## src/rtl/sw_bridge_pkg.sv

```systemverilog
package sw_bridge_pkg;

    localparam int WORD_W = 32;
    localparam int WIDE_W = 2 * WORD_W;

    // host byte offsets
    localparam logic [7:0] OFS_DHI  = 8'h00;
    localparam logic [7:0] OFS_DLO  = 8'h04;
    localparam logic [7:0] OFS_CMD  = 8'h08;
    localparam logic [7:0] OFS_CLR  = 8'h18;
    localparam logic [7:0] OFS_STAT = 8'h1C;
    localparam logic [7:0] OFS_IEN  = 8'h20;

    // status bit positions
    localparam int ST_BUSY  = 0;
    localparam int ST_RANGE = 1;
    localparam int ST_COLL  = 2;
    localparam int ST_SUM   = 31;

    typedef struct packed {
        logic        write;
        logic [30:0] addr;
    } cmd_t;

    typedef struct packed {
        logic range_bad;
        logic collided;
    } err_t;

    typedef enum logic {
        PORT_IDLE = 1'b0,
        PORT_WAIT = 1'b1
    } port_state_e;

    function automatic logic addr_in_window(input logic [30:0] a,
                                            input logic [31:0] base,
                                            input logic [31:0] span);
        logic [31:0] wide;
        wide = {1'b0, a};
        return (wide >= base) && (wide < (base + span));
    endfunction

endpackage

```

## src/rtl/sw_host_regs.sv

```systemverilog
module sw_host_regs
    import sw_bridge_pkg::*;
#(
    parameter int HOST_AW = 6
) (
    input  logic                 clk,
    input  logic                 rst,
    input  logic                 host_wr,
    input  logic [HOST_AW-1:0]   host_addr,
    input  logic [WORD_W-1:0]    host_wdata,
    input  logic                 rd_done,
    input  logic [WIDE_W-1:0]    rd_value,
    input  logic                 cmd_accept,
    input  logic [WORD_W-1:0]    status_word,
    output logic [WORD_W-1:0]    data_hi,
    output logic [WORD_W-1:0]    data_lo,
    output logic                 irq_en,
    output logic                 cmd_strobe,
    output logic                 clr_strobe,
    output logic [WORD_W-1:0]    host_rdata
);

    localparam logic [HOST_AW-1:0] A_DHI  = HOST_AW'(OFS_DHI);
    localparam logic [HOST_AW-1:0] A_DLO  = HOST_AW'(OFS_DLO);
    localparam logic [HOST_AW-1:0] A_CMD  = HOST_AW'(OFS_CMD);
    localparam logic [HOST_AW-1:0] A_CLR  = HOST_AW'(OFS_CLR);
    localparam logic [HOST_AW-1:0] A_STAT = HOST_AW'(OFS_STAT);
    localparam logic [HOST_AW-1:0] A_IEN  = HOST_AW'(OFS_IEN);

    logic [WORD_W-1:0] cmd_q;

    assign cmd_strobe = host_wr && (host_addr == A_CMD);
    assign clr_strobe = host_wr && (host_addr == A_CLR);

    always_ff @(posedge clk) begin
        if (rst) begin
            data_hi <= '0;
            data_lo <= '0;
        end else if (rd_done) begin
            data_hi <= rd_value[WIDE_W-1:WORD_W];
            data_lo <= rd_value[WORD_W-1:0];
        end else if (host_wr && host_addr == A_DHI) begin
            data_hi <= host_wdata;
        end else if (host_wr && host_addr == A_DLO) begin
            data_lo <= host_wdata;
        end
    end

    always_ff @(posedge clk) begin
        if (rst) begin
            cmd_q <= '0;
        end else if (cmd_accept) begin
            cmd_q <= host_wdata;
        end
    end

    always_ff @(posedge clk) begin
        if (rst) begin
            irq_en <= 1'b0;
        end else if (host_wr && host_addr == A_IEN) begin
            irq_en <= host_wdata[0];
        end
    end

    always_comb begin
        case (host_addr)
            A_DHI:   host_rdata = data_hi;
            A_DLO:   host_rdata = data_lo;
            A_CMD:   host_rdata = cmd_q;
            A_STAT:  host_rdata = status_word;
            A_IEN:   host_rdata = {{(WORD_W-1){1'b0}}, irq_en};
            default: host_rdata = '0;
        endcase
    end

    // an accepted command is visible on the next read of the command offset
    AST_CMD_READBACK: assert property (@(posedge clk) disable iff (rst)
        cmd_accept |=> (cmd_q == $past(host_wdata)));

endmodule

```

## src/rtl/sw_cmd_decode.sv

```systemverilog
module sw_cmd_decode
    import sw_bridge_pkg::*;
#(
    parameter logic [31:0] ENG_BASE = 32'h0007_0000,
    parameter logic [31:0] ENG_SPAN = 32'h0001_0000,
    parameter int          ENG_AW   = 16
) (
    input  logic              cmd_strobe,
    input  logic [WORD_W-1:0] host_wdata,
    input  logic              busy,
    output logic              cmd_accept,
    output logic              launch,
    output logic              launch_we,
    output logic [ENG_AW-1:0] launch_addr,
    output logic              range_err,
    output logic              collide
);

    localparam logic [ENG_AW-1:0] BASE_LO = ENG_AW'(ENG_BASE);

    cmd_t cmd;
    logic in_win;

    assign cmd         = cmd_t'(host_wdata);
    assign in_win      = addr_in_window(cmd.addr, ENG_BASE, ENG_SPAN);
    assign cmd_accept  = cmd_strobe && !busy;
    assign collide     = cmd_strobe && busy;
    assign launch      = cmd_accept && in_win;
    assign range_err   = cmd_accept && !in_win;
    assign launch_we   = cmd.write;
    assign launch_addr = ENG_AW'(cmd.addr) - BASE_LO;

    always_comb begin
        AST_DECODE_EXCL: assert ($countones({launch, range_err, collide}) <= 1);
    end

endmodule

```

## src/rtl/sw_eng_port.sv

```systemverilog
module sw_eng_port
    import sw_bridge_pkg::*;
#(
    parameter int ENG_AW = 16
) (
    input  logic              clk,
    input  logic              rst,
    input  logic              launch,
    input  logic              launch_we,
    input  logic [ENG_AW-1:0] launch_addr,
    input  logic [WIDE_W-1:0] launch_wdata,
    input  logic              abort,
    input  logic              eng_ack,
    input  logic [WIDE_W-1:0] eng_rdata,
    output logic              eng_req,
    output logic              eng_we,
    output logic [ENG_AW-1:0] eng_addr,
    output logic [WIDE_W-1:0] eng_wdata,
    output logic              rd_done,
    output logic [WIDE_W-1:0] rd_value,
    output logic              busy
);

    port_state_e state_q;

    always_ff @(posedge clk) begin
        if (rst) begin
            state_q   <= PORT_IDLE;
            eng_we    <= 1'b0;
            eng_addr  <= '0;
            eng_wdata <= '0;
        end else if (abort) begin
            state_q <= PORT_IDLE;
        end else begin
            case (state_q)
                PORT_IDLE: begin
                    if (launch) begin
                        state_q   <= PORT_WAIT;
                        eng_we    <= launch_we;
                        eng_addr  <= launch_addr;
                        eng_wdata <= launch_wdata;
                    end
                end
                PORT_WAIT: begin
                    if (eng_ack) state_q <= PORT_IDLE;
                end
                default: state_q <= PORT_IDLE;
            endcase
        end
    end

    assign busy     = (state_q == PORT_WAIT);
    assign eng_req  = busy;
    assign rd_done  = busy && eng_ack && !abort && !eng_we;
    assign rd_value = eng_rdata;

    AST_REQ_HOLD: assert property (@(posedge clk) disable iff (rst)
        (eng_req && !eng_ack && !abort) |=> eng_req);

    AST_REQ_STABLE: assert property (@(posedge clk) disable iff (rst)
        (eng_req && !eng_ack && !abort) |=>
            ($stable(eng_addr) && $stable(eng_we) && $stable(eng_wdata)));

    AST_ABORT_DROP: assert property (@(posedge clk) disable iff (rst)
        abort |=> !eng_req);

endmodule

```

## src/rtl/sw_status.sv

```systemverilog
module sw_status
    import sw_bridge_pkg::*;
(
    input  logic              clk,
    input  logic              rst,
    input  logic              clr,
    input  logic              range_err,
    input  logic              collide,
    input  logic              busy,
    output logic [WORD_W-1:0] status_word
);

    err_t err_q;

    always_ff @(posedge clk) begin
        if (rst || clr) begin
            err_q <= '0;
        end else begin
            if (range_err) err_q.range_bad <= 1'b1;
            if (collide)   err_q.collided  <= 1'b1;
        end
    end

    always_comb begin
        status_word           = '0;
        status_word[ST_BUSY]  = busy;
        status_word[ST_RANGE] = err_q.range_bad;
        status_word[ST_COLL]  = err_q.collided;
        status_word[ST_SUM]   = err_q.range_bad | err_q.collided;
    end

    AST_ERR_STICKY: assert property (@(posedge clk) disable iff (rst)
        (status_word[ST_SUM] && !clr) |=> status_word[ST_SUM]);

    AST_COLL_FLAG: assert property (@(posedge clk) disable iff (rst)
        (collide && !clr) |=> (status_word[ST_COLL] && status_word[ST_SUM]));

endmodule

```

## src/rtl/split_word_bridge.sv

```systemverilog
module split_word_bridge
    import sw_bridge_pkg::*;
#(
    parameter int          HOST_AW  = 6,
    parameter logic [31:0] ENG_BASE = 32'h0007_0000,
    parameter logic [31:0] ENG_SPAN = 32'h0001_0000,
    parameter int          ENG_AW   = $clog2(ENG_SPAN)
) (
    input  logic               clk,
    input  logic               rst,
    input  logic               host_wr,
    input  logic [HOST_AW-1:0] host_addr,
    input  logic [31:0]        host_wdata,
    output logic [31:0]        host_rdata,
    output logic               eng_req,
    output logic               eng_we,
    output logic [ENG_AW-1:0]  eng_addr,
    output logic [63:0]        eng_wdata,
    input  logic               eng_ack,
    input  logic [63:0]        eng_rdata,
    output logic               irq
);

    logic [WORD_W-1:0] data_hi, data_lo, status_word;
    logic              irq_en, cmd_strobe, clr_strobe;
    logic              cmd_accept, launch, launch_we, range_err, collide;
    logic [ENG_AW-1:0] launch_addr;
    logic              rd_done, busy;
    logic [WIDE_W-1:0] rd_value;

    sw_host_regs #(.HOST_AW(HOST_AW)) u_regs (
        .clk(clk), .rst(rst),
        .host_wr(host_wr), .host_addr(host_addr), .host_wdata(host_wdata),
        .rd_done(rd_done), .rd_value(rd_value),
        .cmd_accept(cmd_accept), .status_word(status_word),
        .data_hi(data_hi), .data_lo(data_lo), .irq_en(irq_en),
        .cmd_strobe(cmd_strobe), .clr_strobe(clr_strobe),
        .host_rdata(host_rdata)
    );

    sw_cmd_decode #(.ENG_BASE(ENG_BASE), .ENG_SPAN(ENG_SPAN), .ENG_AW(ENG_AW)) u_dec (
        .cmd_strobe(cmd_strobe), .host_wdata(host_wdata), .busy(busy),
        .cmd_accept(cmd_accept), .launch(launch), .launch_we(launch_we),
        .launch_addr(launch_addr), .range_err(range_err), .collide(collide)
    );

    sw_eng_port #(.ENG_AW(ENG_AW)) u_port (
        .clk(clk), .rst(rst),
        .launch(launch), .launch_we(launch_we), .launch_addr(launch_addr),
        .launch_wdata({data_hi, data_lo}), .abort(clr_strobe),
        .eng_ack(eng_ack), .eng_rdata(eng_rdata),
        .eng_req(eng_req), .eng_we(eng_we), .eng_addr(eng_addr),
        .eng_wdata(eng_wdata), .rd_done(rd_done), .rd_value(rd_value),
        .busy(busy)
    );

    sw_status u_stat (
        .clk(clk), .rst(rst), .clr(clr_strobe),
        .range_err(range_err), .collide(collide), .busy(busy),
        .status_word(status_word)
    );

    assign irq = irq_en & status_word[ST_SUM];

    AST_NO_FWD_BAD: assert property (@(posedge clk) disable iff (rst)
        range_err |=> !eng_req);

    AST_IRQ_SRC: assert property (@(posedge clk) disable iff (rst)
        irq |-> (status_word[ST_SUM] && irq_en));

    AST_LAUNCH_REQ: assert property (@(posedge clk) disable iff (rst)
        (launch && !clr_strobe) |=> (eng_req && status_word[ST_BUSY]));

endmodule

```

## config.mk

```make
export PLATFORM = sky130hd
export DESIGN_NAME = split_word_bridge
export DESIGN_NICKNAME = d
export VERILOG_FILES = /design/src/rtl/sw_bridge_pkg.sv /design/src/rtl/sw_host_regs.sv /design/src/rtl/sw_cmd_decode.sv /design/src/rtl/sw_eng_port.sv /design/src/rtl/sw_status.sv /design/src/rtl/split_word_bridge.sv
export SDC_FILE = /design/constraint.sdc
export NUM_CORES = 1
export LEC_CHECK = 0
export BUFFER_PORTS_ARGS = -buffer_cell sky130_fd_sc_hd__buf_4
export CORE_MARGIN = 5
export CORE_UTILIZATION = 27
export CTS_BUF_LIST = sky130_fd_sc_hd__clkbuf_16
export CTS_CLUSTER_SIZE = 25
export DETAILED_ROUTE_END_ITERATION = 7
export PLACE_DENSITY = 0.56
export SLEW_MARGIN = 20
export SYNTH_ARGS = -nofsm -noshare
export SYNTH_HDL_FRONTEND = slang
export SYNTH_SLANG_ARGS = --single-unit
export TNS_END_PERCENT = 10
```

## constraint.sdc

```tcl
create_clock -name clk -period 2.4 [get_ports clk]
set_input_delay 0.36 -clock clk [delete_from_list [all_inputs] [get_ports clk]]
set_output_delay 0.36 -clock clk [all_outputs]
set_load 0.005 [all_outputs]
```

==> results of run 1 <==
## worst paths after layout
check                       start                 end
setup / recovery     host_addr[3]      host_rdata[18]
hold / removal      eng_rdata[18]  u_regs.data_lo[18]
setup reg to reg      u_port.busy  u_regs.data_hi[16]
hold reg to reg   u_regs.cmd_q[8]     u_regs.cmd_q[8]
## routing by layer
| layer | up-vias | share of wire, % | track usage (%) |
|---|---|---|---|
| li1 | 4003 | - | - |
| met1 | 3788 | 47 | 24.9 |
| met2 | 255 | 42 | 25.6 |
| met3 | 45 | 9.7 | 6.72 |
| met4 | 6 | 2.0 | 4.62 |
| met5 | - | 0.10 | 0 |
## worst max-delay path, stage by stage
cell and delay (ns):
buf_4 0.24, nor2b_4 0.20, buf_4 0.42, a21oi_1 0.16, nor2_1 0.22, buf_4 0.16
## power by group through the flow
| stage | clock network (W) | registers [W] | logic (W) |
|---|---|---|---|
| CTS | 0.00315 | 0.00302 | 0.000468 |
| floorplan | 0 | 0.00309 | 0.000186 |
| finish | 0.00307 | 0.00302 | 0.000466 |
| global route | 0.00326 | 0.00302 | 0.000493 |
| global placement | 0 | 0.00309 | 0.000464 |
| detailed placement | 0 | 0.00309 | 0.000466 |
## through the flow
| stage | power, W | hold WS (ns) | instance area (um^2) | util, % | setup WS, ns |
|---|---|---|---|---|---|
| after global placement | 0.00355 | 0.441 | 10900 | 33.9 | 0.196 |
| final | 0.00656 | 0.173 | 11600 | 35.9 | 0.247 |
| after detailed placement | 0.00356 | 0.447 | 10900 | 33.9 | 0.210 |
| after global routing | 0.00677 | 0.170 | 11600 | 35.9 | 0.177 |
| after floorplan | 0.00327 | 0.437 | 8740 | - | 0.630 |
| after CTS | 0.00664 | 0.154 | 11600 | 35.9 | 0.266 |
## flip-flops by register name, summed over array words and instances, names as in the netlist
register / flops
u_port.busy: 1
u_port.eng_addr: 16
u_port.eng_wdata: 64
u_port.eng_we: 1
u_regs.cmd_q: 32
u_regs.data_hi: 32
u_regs.data_lo: 32
u_regs.irq_en: 1
u_stat.status_word: 2
## layout by cell type, fill, tap and decap left out, drive strengths merged, types with 5 or more instances in the layout
cell type and n:
clkinv 6, a311oi 18, nand2 127, inv 42, mux2i 82, a211oi 10, dfxtp 181, nand2b 84
a21oi 66, a22oi 39, o211ai 40, o41ai 39, clkbuf 17, buf 249, nor2 92, bufinv 5
nor2b 42, o21ai 43, nand3 18
## logic make-up (layout without fill, tap and decap cells)
kind of cell,after synthesis,count (layout),synth area share [%]
other cells,0,2,0
buf+inv,131,319,6.22
flops,181,181,41.4
compound gates,260,260,20.7
simple gates,386,386,22.3
mux,82,82,9.39
## final cells by class
type / instances / area share [%]
Clock inverter: 14 / 1.80
Inverter: 39 / 1.26
Multi-Input combinational cell: 728 / 39.8
Antenna cell: 2 / 0.0432
Sequential cell: 181 / 31.3
Clock buffer: 17 / 3.67
Tap cell: 442 / 4.77
Timing Repair Buffer: 249 / 17.4
==> impl_metrics.env, run 1 <==
export IMPL_status="finished clean"
export IMPL_min_path_cells=3
export IMPL_drive_above_1_share_pct=24.8
export IMPL_grt_pass1_wl_mm=49.5
export IMPL_rrSetupSlack_ns=0.62
export IMPL_place_port_buffers=220
export IMPL_multiInputGateArea_um2=4620
export IMPL_cts_resized=0
export IMPL_syn_instance_count=1040
export IMPL_yosysSeqAreaShare_pct=41.4
export IMPL_grt_max_degree=101
export IMPL_cts_inserted_buffers=17
export IMPL_die_x_um=190
export IMPL_vdd_ir_drop_max_v=0.000468
export IMPL_clock_skew_ns=0.00957
export IMPL_hp_class="in2reg"
export IMPL_die_height_um=190
export IMPL_htree_levels=4
export IMPL_period_needed_ns=2.15
export IMPL_final_max_slew_violation_count=0
export IMPL_cp_max_fo=34
export IMPL_ys_warn_count=0
export IMPL_grt_setup_unrepaired="no"
export IMPL_wire_per_inst_um=19.9
export IMPL_synthTopCellsByCount="181 x dfxtp_1, 127 x nand2_1, 91 x nor2_1, 84 x nand2b_1, 82 x mux2i_1"
export IMPL_grt_pass1_vias=7798
export IMPL_holdBufCountCts=0
export IMPL_drv_cap=0
export IMPL_synth_distinct_cells=43
export IMPL_crit_arrival_ns=1.79
export IMPL_powerDensity_nw_per_um2=566
export IMPL_ys_async_sr_fraction_pct=0
export IMPL_cp_required_ns=2.04
export IMPL_stdcell_count=1672
export IMPL_cts_tree="built"
export IMPL_clk_pin_slew_ns=0.07
export IMPL_fmax_mhz=464
export IMPL_relSlewSlack_pct=50.5
export IMPL_tightest_slew_ns=0.743
export IMPL_p_leak_nw=4.26
export IMPL_dieArea_um2=36100
export IMPL_start_util_pct=27.1
export IMPL_synthTopCellsByArea="dfxtp_1 41%, mux2i_1 9.4%, nand2b_1 6.0%"
export IMPL_n_fill_cell=3347
export IMPL_totalWireLength_mm=33.2
export IMPL_detail_route_first_pass_iterations=5
export IMPL_seqCellArea_um2=3620
export IMPL_ys_ff_latch=181
export IMPL_core_area_um2=32300
export IMPL_final_net_count=1322
export IMPL_dr_first_iter_drc_count=466
export IMPL_post_dp_hpwl_mm=24.0
export IMPL_p_comb_share_pct=7.1
export IMPL_setup_violations=0
export IMPL_postCtsSetupBuffers=0
export IMPL_dp_cells=1639
export IMPL_p_int_w=0.00505
export IMPL_antenna_found_initial=4
export IMPL_crit_path_end_kind="output pin"
export IMPL_clockRootBuffer="clkbuf_16"
export IMPL_synthFlopType="dfxtp_1"
export IMPL_gp_congestion=0.850
export IMPL_finalHoldViolCount=0
export IMPL_synth_top_area_share_pct=41.4
export IMPL_track_usage_pct=17.7
export IMPL_syn_area_um2=8740
export IMPL_power_switching_w=0.00151
export IMPL_syn2layout_area_growth_pct=32.5
export IMPL_io_pins=221
export IMPL_gr_total_overflow=0
export IMPL_drc=0
export IMPL_min_period_over_period_pct=89.7
export IMPL_p_seq_share_pct=46.0
export IMPL_crit_path_start_kind="input pin"
export IMPL_syn_nets=1146
export IMPL_core_rowCount=66
export IMPL_reg2reg_depth=5
export IMPL_syn_area_per_cell_um2=8.41
export IMPL_sw_frac_of_total_pct=23.1
export IMPL_clock_path_buffers=2
export IMPL_postRouteAntennaNets=0
export IMPL_clock_sinks=181
export IMPL_clk_insertion_delay_late_ns=0.43
export IMPL_setup_tns_ns=0
export IMPL_yosysMostFrequentCell="dfxtp_1"
export IMPL_vias=8097
export IMPL_crit_type="in2out"
export IMPL_viasPerCell=4.84
export IMPL_power_share_clock_pct=46.8
export IMPL_synth_top_area_cell="dfxtp_1"
export IMPL_synth_edf_count=0
Power figures use the tool's default switching activity.
==> run 2, diff against run 1 <==
Settings changed: CORE_ASPECT_RATIO set to 1.2, SETUP_SLACK_MARGIN set to 0.2.
==> run 2 against run 1 <==
Sequential share of layout area increased by 0.47 points. Count of clock-buffer cells in the layout unchanged. Total power decreased by 5.6%. Critical endpoint is now host_rdata[1]. Highest routed layer unchanged. Register-to-register slack improved by 0.03 ns. First-iteration DRC count increased by 26%. Clock power decreased by 11%. Die area about the same. Global-route usage decreased by 0.25 points.
==> impl_metrics.env, run 2 (synthesis results as in run 1) <==
export IMPL_drc=0
export IMPL_grt_max_degree=124
export IMPL_clock_sinks=181
export IMPL_hp_class="in2reg"
export IMPL_final_cell_mix="241 x buf_4, 181 x dfxtp_1, 127 x nand2_1"
export IMPL_grt_pass1_wl_mm=49.4
export IMPL_relSlewSlack_pct=60.9
export IMPL_crit_path_end_kind="output pin"
export IMPL_final_area_um2=11400
export IMPL_wire_per_inst_um=19.8
export IMPL_grt_pass1_vias=8008
export IMPL_n_fill_cell=3322
export IMPL_layout_commonest_cell="buf_4"
export IMPL_min_path_cells=3
export IMPL_tightest_slew_ns=0.587
export IMPL_cts_tree="built"
export IMPL_antenna_found_initial=2
export IMPL_fmax_mhz=489
export IMPL_post_dp_hpwl_mm=24.1
export IMPL_crit_arrival_ns=1.69
export IMPL_finalPower_w=0.00620
export IMPL_post_route_util_pct=35.5
export IMPL_clock_skew_ns=0.0101
export IMPL_io_pins=221
export IMPL_place_port_buffers=220
export IMPL_drv_cap=0
export IMPL_die_x_um=174
export IMPL_final_max_slew_violation_count=0
export IMPL_crit_type="in2out"
export IMPL_p_leak_nw=4.19
export IMPL_clock_path_buffers=2
export IMPL_finalHoldViolCount=0
export IMPL_viasPerCell=4.94
export IMPL_crit_path_start_kind="input pin"
export IMPL_dp_cells=1604
export IMPL_vias=8082
export IMPL_largest_register="u_port.eng_wdata"
export IMPL_clockRootBuffer="clkbuf_16"
export IMPL_clk_insertion_delay_late_ns=0.44
export IMPL_slowest_stage="buf_4"
export IMPL_detail_route_first_pass_iterations=5
export IMPL_totalWireLength_mm=32.4
export IMPL_largest_reg_flops=64
export IMPL_setup_violations=0
export IMPL_gp_congestion=0.888
export IMPL_min_period_over_period_pct=85.2
export IMPL_dr_first_iter_drc_count=587
export IMPL_setup_tns_ns=0
export IMPL_critical_path_max_stage_delay_ns=0.32
export IMPL_track_usage_pct=17.5
export IMPL_core_rowCount=72
export IMPL_stdcell_count=1637
export IMPL_clk_pin_slew_ns=0.07
export IMPL_cp_max_fo=14
export IMPL_status="finished clean"
export IMPL_die_height_um=207
export IMPL_final_net_count=1322
export IMPL_vdd_ir_drop_max_v=0.000497
export IMPL_powerDensity_nw_per_um2=543
export IMPL_core_area_um2=32200
export IMPL_cp_required_ns=2.04
export IMPL_drive_above_1_share_pct=24.8
export IMPL_cp_common_cell="buf_4"
export IMPL_cts_inserted_buffers=17
export IMPL_postCtsSetupBuffers=0
export IMPL_period_needed_ns=2.05
export IMPL_reg2reg_depth=5
export IMPL_syn2layout_area_growth_pct=30.6
export IMPL_start_util_pct=27.2
export IMPL_postRouteAntennaNets=0
export IMPL_dieArea_um2=36100
export IMPL_crit_chain="buf_4, buf_4, mux2i_1, nor2_1, a21oi_1, o21ai_0, buf_4"
export IMPL_post_dp_cell_area_um2=10900
export IMPL_holdBufCountCts=0
export IMPL_htree_levels=4
export IMPL_grt_setup_unrepaired="no"
export IMPL_cts_resized=0
export IMPL_gr_total_overflow=0
==> run 2: changes by cell type in the layout (fill, tap and decap cells not counted), sizes merged <==
cell,change
clkinvlp,+4
inv,+2
clkinv,-1
diode,-1
bufinv,-4
==> run 2: power breakdown <==
part / total (W) / switching, W / internal [W] / leakage (nW)
clock: 0.00272 / 0.00128 / 0.00144 / 0.269
combinational: 0.000461 / 0.000268 / 0.000193 / 2.47
sequential: 0.00302 / 0.00000975 / 0.00301 / 1.46
total: 0.00620 / 0.00156 / 0.00464 / 4.19
==> run 2: stage by stage <==
stage          setup slack [ns]  hold slack (ns)
2_1_floorplan             0.630            0.437
3_3_place_gp              0.226            0.442
3_5_place_dp              0.229            0.447
4_1_cts                   0.333            0.157
5_1_grt                   0.225            0.162
6_report                  0.355            0.176
==> run 2: routing by layer <==
metal | share of wire, % | global-route usage, %
met5 | 0.062 | 0
met4 | 2.5 | 5.90
met3 | 7.6 | 5.69
met2 | 45 | 27.0
met1 | 45 | 23.0
==> run 2: cell type report <==
cell class | instances | area [um^2] | area share (%)
diodes | 1 | 2.50 | 0.0219
clock buffers | 17 | 425 | 3.73
clock inverters | 15 | 134 | 1.17
inverters | 39 | 146 | 1.28
multi-input cells | 728 | 4620 | 40.4
flip-flops and latches | 181 | 3620 | 31.7
well taps | 407 | 509 | 4.46
repair buffers | 249 | 1960 | 17.2
==> run 2: path summary, 6_finish.rpt <==
kind,from,slack [ns],endpoint
min reg2reg,u_regs.cmd_q[14],0.46,u_regs.cmd_q[14]
max reg2reg,u_port.busy,0.65,u_regs.data_lo[22]
min,eng_rdata[47],0.18,u_regs.data_hi[15]
max,host_addr[2],0.35,host_rdata[1]
==> run 2: worst max-delay path, delay by kind of cell <==
family / cells / cell delay, ns
buf+inv: 3 / 0.73
compound gates: 2 / 0.30
mux: 1 / 0.22
simple gates: 1 / 0.05
==> run 3, diff against run 2 <==
Settings changed: REMOVE_ABC_BUFFERS set to 1.
==> run 3 against run 2 <==
Die area did not move. Worst hold slack got worse by 0.0058 ns. Via count rose by 1.5%. Cell count rose by 0.55%. Clock power rose by 1%. Global-route usage is 0.42 points lower. Register-to-register slack worse by 0.18 ns. Sequential share of layout area is 0.28 points lower. Flip-flop and latch count is the same.
==> impl_metrics.env, run 3 (synthesis results as in run 1) <==
export IMPL_status="finished clean"
export IMPL_clockRootBuffer="clkbuf_16"
export IMPL_p_seq_share_pct=48.3
export IMPL_clk_insertion_delay_late_ns=0.43
export IMPL_crit_path_start_kind="input pin"
export IMPL_cts_resized=0
export IMPL_largest_register="u_port.eng_wdata"
export IMPL_grt_pass1_wl_mm=48.1
export IMPL_relSlewSlack_pct=35.7
export IMPL_track_usage_pct=17.1
export IMPL_clock_path_buffers=2
export IMPL_detail_route_first_pass_iterations=5
export IMPL_cts_tree="built"
export IMPL_largest_reg_flops=64
export IMPL_gp_congestion=0.768
export IMPL_place_port_buffers=220
export IMPL_viasPerCell=4.99
export IMPL_holdBufCountCts=0
export IMPL_sw_frac_of_total_pct=25.7
export IMPL_dr_first_iter_drc_count=482
export IMPL_core_area_um2=32200
export IMPL_r2r_start="u_port.eng_we"
export IMPL_layout_commonest_cell="buf_4"
export IMPL_hp_class="in2reg"
export IMPL_p_comb_share_pct=7.6
export IMPL_min_period_over_period_pct=84.3
export IMPL_postCtsSetupBuffers=0
export IMPL_drive_above_1_share_pct=25.7
export IMPL_crit_arrival_ns=1.66
export IMPL_grt_max_degree=116
export IMPL_wire_per_inst_um=19.4
export IMPL_antenna_found_initial=1
export IMPL_power_share_clock_pct=44.2
export IMPL_drc=0
export IMPL_syn2layout_area_growth_pct=31.7
export IMPL_post_dp_hpwl_mm=21.7
export IMPL_worstHoldStart="eng_rdata[24]"
export IMPL_dieArea_um2=36100
export IMPL_clock_skew_ns=0.00871
export IMPL_diodes=0
export IMPL_powerDensity_nw_per_um2=543
export IMPL_htree_levels=4
export IMPL_totalWireLength_mm=31.9
export IMPL_final_cell_mix="251 x buf_4, 181 x dfxtp_1, 126 x nand2_1"
export IMPL_finalHoldViolCount=0
export IMPL_die_x_um=174
export IMPL_gr_total_overflow=0
export IMPL_tightest_slew_ns=0.961
export IMPL_fmax_mhz=494
export IMPL_finalPower_w=0.00626
export IMPL_crit_path_end_kind="output pin"
export IMPL_final_net_count=1333
export IMPL_period_needed_ns=2.02
export IMPL_cp_max_fo=17
export IMPL_postRouteAntennaNets=0
export IMPL_drv_cap=0
export IMPL_crit_type="in2out"
export IMPL_min_path_cells=3
export IMPL_start_util_pct=27.2
export IMPL_cts_inserted_buffers=17
export IMPL_clock_sinks=181
export IMPL_clk_pin_slew_ns=0.08
export IMPL_startpoint="host_addr[2]"
export IMPL_io_pins=221
export IMPL_cp_required_ns=2.04
export IMPL_grt_pass1_vias=8038
export IMPL_die_height_um=207
export IMPL_power_switching_w=0.00161
export IMPL_p_int_w=0.00465
export IMPL_vias=8207
export IMPL_grt_setup_unrepaired="no"
export IMPL_final_max_slew_violation_count=0
export IMPL_hold_ws_ns=0.170
export IMPL_reg2reg_depth=4
export IMPL_vdd_ir_drop_max_v=0.000445
export IMPL_setup_violations=0
export IMPL_p_leak_nw=4.25
export IMPL_core_rowCount=72
==> run 3: critical path, cell delays in order <==
cell and delay (ns):
buf_4 0.20, buf_4 0.40, mux2i_1 0.23, nor2_1 0.06, a21oi_1 0.11, o21ai_0 0.11, buf_4 0.16
==> run 3: final timing paths <==
| kind | endpoint | slack (ns) |
|---|---|---|
| setup / recovery | host_rdata[1] | 0.38 |
| hold / removal | u_regs.data_lo[24] | 0.17 |
| setup reg to reg | u_regs.data_hi[19] | 0.47 |
| hold reg to reg | u_regs.cmd_q[4] | 0.46 |
==> run 3: final cells by class <==
type / instances / area (um^2)
tap: 407 / 509
clock buffer: 17 / 425
sequential: 181 / 3620
timing repair buffer: 260 / 2060
multi-input combinational: 728 / 4630
clock inverter: 14 / 131
inverter: 39 / 146
fill: 3346 / 20600
==> run 3: power groups by stage <==
stage	sequential, W	clock, W	combinational, W
2_1_floorplan	0.00309	0	0.000109
3_3_place_gp	0.00309	0	0.000474
3_5_place_dp	0.00309	0	0.000477
4_1_cts	0.00302	0.00284	0.000478
5_1_grt	0.00302	0.00295	0.000505
6_report	0.00302	0.00276	0.000474
==> run 3: routing by layer <==
layer | wire (um) | GRT usage (%)
met3 | 1640 | 3.81
met2 | 15700 | 29.4
met5 | 0 | 0
met1 | 14200 | 21.8
met4 | 403 | 3.71
==> run 3: metrics by stage <==
stage	util (%)	cell area, um^2	setup WS (ns)	instances	setup TNS (ns)
2_1_floorplan	-	8350	-3.73	948	-375.16
3_3_place_gp	34.1	11000	0.206	1615	0
5_1_grt	35.8	11500	0.268	1646	0
3_5_place_dp	34.1	11000	0.240	1615	0
6_report	35.8	11500	0.376	1646	0
4_1_cts	35.8	11500	0.381	1646	0
